==> src/rtl/fstx_pkg.sv <==
package fstx_pkg;

  localparam int DATA_W = 16;
  localparam int BYTE_W = 8;
  localparam int DLY_W  = 2;
  localparam int CNT_W  = $clog2(DATA_W + 1);
  localparam int MU_W   = 14;
  localparam int AL_W   = 13;

  typedef enum logic [1:0] {
    MODE_RAW   = 2'b00,
    MODE_LSB8  = 2'b01,
    MODE_MULAW = 2'b10,
    MODE_ALAW  = 2'b11
  } fmt_mode_e;

  typedef struct packed {
    logic [DLY_W-1:0] dly;
    fmt_mode_e        mode;
    logic             wide;
  } cfg_t;

  // Reverse the bit order of one byte.
  function automatic logic [BYTE_W-1:0] rev_byte(input logic [BYTE_W-1:0] b);
    logic [BYTE_W-1:0] r;
    for (int i = 0; i < BYTE_W; i++) r[i] = b[BYTE_W-1-i];
    return r;
  endfunction

  // Logarithmic compression of a 14-bit linear sample.
  function automatic logic [BYTE_W-1:0] mu_encode(input logic [MU_W-1:0] s);
    logic              sgn;
    logic [MU_W:0]     ext;
    logic [MU_W:0]     mag;
    logic [2:0]        seg;
    logic [3:0]        mant;
    logic [BYTE_W-1:0] code;
    sgn = s[MU_W-1];
    ext = {s[MU_W-1], s};
    mag = sgn ? (~ext + 15'd1) : ext;
    if (mag > 15'd8159) mag = 15'd8159;
    mag = mag + 15'd33;
    seg = 3'd0;
    for (int i = 6; i <= 12; i++) begin
      if (mag[i]) seg = 3'(i - 5);
    end
    mant = 4'(mag >> (int'(seg) + 1));
    if (mag[13]) code = 8'h7F;
    else         code = {1'b0, seg, mant};
    return sgn ? (code ^ 8'h7F) : (code ^ 8'hFF);
  endfunction

  // Logarithmic compression of a 13-bit linear sample.
  function automatic logic [BYTE_W-1:0] alaw_encode(input logic [AL_W-1:0] s);
    logic              sgn;
    logic [AL_W-2:0]   mag;
    logic [2:0]        seg;
    logic [3:0]        mant;
    sgn = s[AL_W-1];
    mag = sgn ? ~s[AL_W-2:0] : s[AL_W-2:0];
    seg = 3'd0;
    for (int i = 5; i <= 11; i++) begin
      if (mag[i]) seg = 3'(i - 4);
    end
    if (seg < 3'd2) mant = mag[4:1];
    else            mant = 4'(mag >> seg);
    return {1'b0, seg, mant} ^ (sgn ? 8'h55 : 8'hD5);
  endfunction

  // Left-aligned word to shift out, MSB of the result goes first.
  function automatic logic [DATA_W-1:0] format_word(input logic [DATA_W-1:0] d,
                                                    input fmt_mode_e m,
                                                    input logic wide);
    logic [BYTE_W-1:0] b;
    case (m)
      MODE_LSB8:  b = rev_byte(d[BYTE_W-1:0]);
      MODE_MULAW: b = mu_encode(d[DATA_W-1 -: MU_W]);
      MODE_ALAW:  b = alaw_encode(d[DATA_W-1 -: AL_W]);
      default:    b = d[BYTE_W-1:0];
    endcase
    if (m == MODE_RAW && wide) return d;
    return {b, {(DATA_W-BYTE_W){1'b0}}};
  endfunction

  function automatic logic [CNT_W-1:0] word_len(input fmt_mode_e m, input logic wide);
    return (m == MODE_RAW && wide) ? CNT_W'(DATA_W) : CNT_W'(BYTE_W);
  endfunction

endpackage

==> src/rtl/fstx_cfg.sv <==
module fstx_cfg import fstx_pkg::*; (
  input  logic             clk,
  input  logic             rst_n,
  input  logic             cfg_wr,
  input  logic [DLY_W-1:0] cfg_dly,
  input  logic [1:0]       cfg_mode,
  input  logic             cfg_wide,
  output cfg_t             cfg,
  output logic             err_cfg
);

  localparam logic [DLY_W-1:0] DLY_RSV = '1;
  localparam logic [DLY_W-1:0] DLY_MAX = DLY_W'(2);

  cfg_t cfg_q;
  logic err_q;
  logic bad_dly;

  assign bad_dly = cfg_dly == DLY_RSV;

  always_ff @(posedge clk) begin
    if (!rst_n) begin
      cfg_q.dly  <= '0;
      cfg_q.mode <= MODE_RAW;
      cfg_q.wide <= 1'b1;
      err_q      <= 1'b0;
    end else if (cfg_wr) begin
      cfg_q.dly  <= bad_dly ? DLY_MAX : cfg_dly;
      cfg_q.mode <= fmt_mode_e'(cfg_mode);
      cfg_q.wide <= cfg_wide;
      if (bad_dly) err_q <= 1'b1;
    end
  end

  assign cfg     = cfg_q;
  assign err_cfg = err_q;

endmodule

==> src/rtl/fstx_hold.sv <==
module fstx_hold import fstx_pkg::*; (
  input  logic              clk,
  input  logic              rst_n,
  input  logic              ld_valid,
  input  logic [DATA_W-1:0] ld_data,
  output logic              ld_ready,
  input  logic              take,
  output logic [DATA_W-1:0] word_out,
  output logic              underrun
);

  logic [DATA_W-1:0] hold_q;
  logic [DATA_W-1:0] prev_q;
  logic              full_q;
  logic              under_q;
  logic              accept;

  assign accept   = ld_valid && !full_q;
  assign word_out = full_q ? hold_q : prev_q;

  always_ff @(posedge clk) begin
    if (!rst_n) begin
      hold_q  <= '0;
      prev_q  <= '0;
      full_q  <= 1'b0;
      under_q <= 1'b0;
    end else begin
      if (take) begin
        prev_q <= word_out;
        if (!full_q) under_q <= 1'b1;
      end
      if (accept) begin
        hold_q <= ld_data;
        full_q <= 1'b1;
      end else if (take) begin
        full_q <= 1'b0;
      end
    end
  end

  assign ld_ready = !full_q;
  assign underrun = under_q;

endmodule

==> src/rtl/fstx_shift.sv <==
module fstx_shift import fstx_pkg::*; (
  input  logic              clk,
  input  logic              rst_n,
  input  logic              fs,
  input  cfg_t              cfg,
  input  logic [DATA_W-1:0] word_raw,
  output logic              sdo,
  output logic              frame_start,
  output logic              busy,
  output logic              last_bit,
  output logic              err_sync
);

  logic [DATA_W-1:0] sh_q;
  logic [DLY_W-1:0]  dly_q;
  logic [CNT_W-1:0]  cnt_q;
  logic              busy_q;
  logic              sdo_q;
  logic              serr_q;
  logic [DATA_W-1:0] fmt_w;
  logic [CNT_W-1:0]  len_w;
  logic              stray_fs;

  assign fmt_w       = format_word(word_raw, cfg.mode, cfg.wide);
  assign len_w       = word_len(cfg.mode, cfg.wide);
  assign last_bit    = busy_q && (dly_q == '0) && (cnt_q == CNT_W'(1));
  assign frame_start = fs && (!busy_q || last_bit);
  assign stray_fs    = fs && busy_q && !last_bit;

  always_ff @(posedge clk) begin
    if (!rst_n) begin
      sh_q   <= '0;
      dly_q  <= '0;
      cnt_q  <= '0;
      busy_q <= 1'b0;
      sdo_q  <= 1'b0;
      serr_q <= 1'b0;
    end else begin
      if (stray_fs) serr_q <= 1'b1;
      if (frame_start) begin
        busy_q <= 1'b1;
        cnt_q  <= len_w;
        dly_q  <= cfg.dly;
        if (cfg.dly == '0) begin
          sdo_q <= fmt_w[DATA_W-1];
          sh_q  <= fmt_w << 1;
        end else begin
          sdo_q <= 1'b0;
          sh_q  <= fmt_w;
        end
      end else if (last_bit) begin
        busy_q <= 1'b0;
        sdo_q  <= 1'b0;
        cnt_q  <= '0;
      end else if (busy_q) begin
        if (dly_q != '0) begin
          dly_q <= dly_q - DLY_W'(1);
          if (dly_q == DLY_W'(1)) begin
            sdo_q <= sh_q[DATA_W-1];
            sh_q  <= sh_q << 1;
          end
        end else begin
          cnt_q <= cnt_q - CNT_W'(1);
          sdo_q <= sh_q[DATA_W-1];
          sh_q  <= sh_q << 1;
        end
      end
    end
  end

  assign sdo      = sdo_q;
  assign busy     = busy_q;
  assign err_sync = serr_q;

endmodule

==> src/rtl/fstx_tx.sv <==
module fstx_tx import fstx_pkg::*; (
  input  logic              clk,
  input  logic              rst_n,
  input  logic              fs,
  input  logic              ld_valid,
  input  logic [DATA_W-1:0] ld_data,
  output logic              ld_ready,
  input  logic              cfg_wr,
  input  logic [DLY_W-1:0]  cfg_dly,
  input  logic [1:0]        cfg_mode,
  input  logic              cfg_wide,
  output logic              sdo,
  output logic              err_cfg,
  output logic              err_sync,
  output logic              underrun
);

  cfg_t              cfg;
  logic [DATA_W-1:0] word_raw;
  logic              frame_start;
  logic              busy;
  logic              last_bit;

  fstx_cfg u_cfg (
    .clk      (clk),
    .rst_n    (rst_n),
    .cfg_wr   (cfg_wr),
    .cfg_dly  (cfg_dly),
    .cfg_mode (cfg_mode),
    .cfg_wide (cfg_wide),
    .cfg      (cfg),
    .err_cfg  (err_cfg)
  );

  fstx_hold u_hold (
    .clk      (clk),
    .rst_n    (rst_n),
    .ld_valid (ld_valid),
    .ld_data  (ld_data),
    .ld_ready (ld_ready),
    .take     (frame_start),
    .word_out (word_raw),
    .underrun (underrun)
  );

  fstx_shift u_shift (
    .clk         (clk),
    .rst_n       (rst_n),
    .fs          (fs),
    .cfg         (cfg),
    .word_raw    (word_raw),
    .sdo         (sdo),
    .frame_start (frame_start),
    .busy        (busy),
    .last_bit    (last_bit),
    .err_sync    (err_sync)
  );

endmodule

==> config.mk <==
export PLATFORM = sky130hd
export DESIGN_NAME = fstx_tx
export DESIGN_NICKNAME = d
export VERILOG_FILES = /design/src/rtl/fstx_pkg.sv /design/src/rtl/fstx_cfg.sv /design/src/rtl/fstx_hold.sv /design/src/rtl/fstx_shift.sv /design/src/rtl/fstx_tx.sv
export SDC_FILE = /design/constraint.sdc
export NUM_CORES = 1
export LEC_CHECK = 0
export ABC_AREA = 1
export BUFFER_PORTS_ARGS = -buffer_cell sky130_fd_sc_hd__buf_2
export CORE_UTILIZATION = 60
export CTS_CLUSTER_SIZE = 16
export DETAILED_ROUTE_END_ITERATION = 8
export GPL_ROUTABILITY_DRIVEN = 0
export PLACE_DENSITY_LB_ADDON = 0.3
export SETUP_SLACK_MARGIN = 0.2
export SLEW_MARGIN = 20
export SYNTH_ARGS = -nofsm -noshare
export SYNTH_HDL_FRONTEND = slang
export SYNTH_SLANG_ARGS = --single-unit
==> constraint.sdc <==
create_clock -name clk -period 5.7 [get_ports clk]
set_input_delay 1.14 -clock clk [delete_from_list [all_inputs] [get_ports clk]]
set_output_delay 1.14 -clock clk [all_outputs]
set_load 0.005 [all_outputs]
==> run_results.csv <==
group,metric,value,unit
status,status,"complete, no violations",
die,fp.dieW,93.75,um
timing,hold_ws,0.4546,ns
timing,relSlewSlack,40.53,%
timing,fin_crit_sh,83.55,%
placement,placed_cell_area,5214,um2
power,clkPwrFrac,23.5,%
placement,portBuffers,30,
synth,synthAdderAreaFrac,1.734,%
route,wl,13610,um
die,die-area,8789,um2
timing,fin_skew,0.01010,ns
grt,grt_max_degree,52,
timing,hold_violations,0,
grt,grt_pass1_wl,22830,um
power,p_sw,0.7434,mW
die,die_y,93.75,um
cells_and_area,area_growth,7.307,%
die,start_util,61.78,%
route,initialDrtViolationCount,507,
synth,synth_compound_area_share,22.64,%
die,rows,33,
clocking,cts_buffers,9,
synth,synth_area,5051,um2
grt,antenna_found_initial,0,
power,ir_drop,0.0002144,V
setup_path,critPathRequiredTime,5.99,ns
cells_and_area,fin_nets,867,
grt,use_met1,40.95,%
clocking,root_buffer,"clkbuf_8",
synth,syn_area_per_cell,6.205,um2
synth,synth.distinct_cells,49,
setup_path,end_kind,"flop",
power,p_comb_share,45.4,%
route,num_vias,5490,
grt,busiest_layer,"met2",
timing,final_max_slew_viol_count,0,
clocking,h-tree-depth,3,
clocking,cts.reportedPaths.clkPinSlew,0.07,ns
route,drc,0,
timing,fmax,210.0,MHz
timing,tightest_slew,0.8781,ns
clocking,clkSinkCount,66,
setup_path,critPathLaunchType,"flop",
synth,syn_nets,847,
setup_path,crit_family,"simple AND/OR/NAND/NOR gates",
power,power.total,1.722,mW
clocking,cts_hold_buf,0,
placement,place_hpwl,10140,um
clocking,clk_latency,0.35,ns
grt,grt_overflow,0,
synth,ys_seq_area_share,26.16,%
setup_path,worstPathArrival,5.05,ns
die,ios,31,
clocking,cts_buffer_depth,2,
route,postRouteAntennaNets,0,
setup_path,critical_path_class,"reg2reg",
route,wire_per_inst,14.42,um
setup_path,slowest_delay,0.47,ns
synth,synth_enable_flop_cells,0,
job,maxCapViolCount,0,
power,intPower,0.9785,mW
grt,met2_usage,53.35,%
synth,synthArstFlopShare,0,%
cells_and_area,antenna_cells,0,
cells_and_area,drive_gt1_share,13.47,%
timing,rsz0062_at_grt,"false",
synth,ys.flop_type,"dfxtp_1",
route,drt_first_pass_iters,6,
grt,grt_pass1_vias,5072,
die,core_area,8175,um2
synth,synth.mux.area_fraction,0.1982,%
worst_hold_path,hold_path.class,"reg2reg",
synth,netlist_instances,814,
power,p_per_area,317.7,nW/um2
synth,yosys.area_share.simple,36.86,%
setup_path,crit_top_cell,"nand2_1",
grt,grt_util_met3,5.502,%
synth,synth_warnings,0,
setup_path,crit_path_top_delay_cell,"dfxtp_2",
synth,ys_ff_latch,66,
cells_and_area,final_area,5420,um2
power,swShare,43.17,%
setup_path,cp_num_buf_inv,4,
timing,period_minus_slack,4.762,ns
synth,synth_xor_area_share,1.907,%
synth,synth_top_family_by_area,"simple AND/OR/NAND/NOR gates",
timing,setup_viol,0,
power,leakagePower,2.563,nW
timing,fin_tns_setup,0,ns
setup_path,crit_fanout,19,
route,viasPerCell,5.816,
grt,grtUsageTotal,32.35,%
power,seqPwrFrac,31.1,%
clocking,cts_tree,"built",
[power groups by stage]
stage               clock network (mW)  logic (mW)  registers [mW]
floorplan                            0       0.609           0.537
global placement                     0       0.732           0.542
detailed placement                   0       0.757           0.544
CTS                              0.408       0.761           0.534
global route                     0.429       0.870           0.540
finish                           0.405       0.782           0.535
[flip-flops by register name, summed over array words and instances, names as in the netlist, 2 cells and up]
name / count
u_hold.prev_q: 16
u_shift.sh_q: 16
u_shift.dly_q: 2
u_hold.hold_q: 16
u_cfg.cfg: 5
u_shift.cnt_q: 5
[worst reg2reg max path: cells and delay by family (launching register included)]
family | cells | cell delay [ns]
AND/OR/NAND/NOR | 29 | 2.91
buffers and inverters | 4 | 0.51
flip-flops | 1 | 0.47
adder cells (fa/ha/maj) | 2 | 0.43
AO/OA/AOI/OAI | 2 | 0.37
[cells by family after synthesis]
group,Yosys count
xor gates and xnor gates,11
adders and majority gates,7
buffers and inverters,127
AOI/OAI and AO/OA,193
DFF,66
and+or+nand+nor,409
muxes,1
[final timing paths]
kind / from / depth (start not counted) / end / slack, ns
max: u_hold.full_q / 37 / u_shift.sh_q[11] / 0.94
min: u_cfg.err_cfg / 2 / u_cfg.err_cfg / 0.45
max reg2reg: u_hold.full_q / 37 / u_shift.sh_q[11] / 0.94
min reg2reg: u_cfg.err_cfg / 2 / u_cfg.err_cfg / 0.45
[timing repair]
item                       4_1_cts  5_1_grt
resized for setup                0        1
setup endpoints to repair        0        1
buffers inserted                 0        0
[per-stage QoR]
stage	util [%]	worst slack, ns	instances
final	66.30	0.9378	944
after global routing	66.30	0.3267	944
after CTS	66.28	0.8532	944
after detailed placement	63.77	0.8843	928
after global placement	63.77	1.134	928
after floorplan	-	1.862	814
[placed cells by master, fill, tap and decap left out, types with 7 or more instances in the layout]
cell,n
nand2_1,199
inv_1,92
nor2_1,79
o21ai_0,79
nand3_1,66
dfxtp_1,65
a21oi_1,55
buf_2,30
nand2_2,20
a31oi_1,12
o211ai_1,11
clkbuf_8,11
nor2_2,10
inv_2,8
ha_1,7
[cell usage after synthesis, types with 3 or more instances]
cell	n	area share [%]
nor3_1	6	0.59
inv_2	8	0.59
clkbuf_1	14	1.0
nand2_1	199	15
nor2_1	79	5.9
o21ai_4	4	1.3
nor2_2	10	1.2
o211ai_1	11	1.6
nand4_1	5	0.62
o31ai_1	6	0.89
a21oi_1	55	5.4
inv_1	92	6.8
o21ai_0	79	7.8
nand3_1	66	6.5
a31oi_1	12	1.5
nand3b_1	3	0.45
o21ai_1	5	0.50
a211oi_1	4	0.59
nand2_4	6	1.3
xor2_1	5	0.87
xnor2_1	6	1.0
ha_1	7	1.7
o22ai_1	4	0.50
dfxtp_1	66	26
a221oi_1	4	0.69
buf_6	6	1.3
nand2_2	20	2.5
nand3_2	3	0.59
[per-layer routing]
metal / up-vias / wire (um)
met2: 258 / 6371
met3: 53 / 895
met4: 0 / 499
met1: 2446 / 5843
met5: - / 0
li1: 2733 / -
[layout make-up]
class | instances | area, um2
Clock inverter | 4 | 50.05
Clock buffer | 12 | 155.1
Multi-Input combinational cell | 621 | 3199
Inverter | 103 | 389.1
Tap cell | 105 | 131.4
Sequential cell | 66 | 1323
Fill cell | 750 | 2755
Timing Repair Buffer | 33 | 172.7
Power figures use the tool's default switching activity.
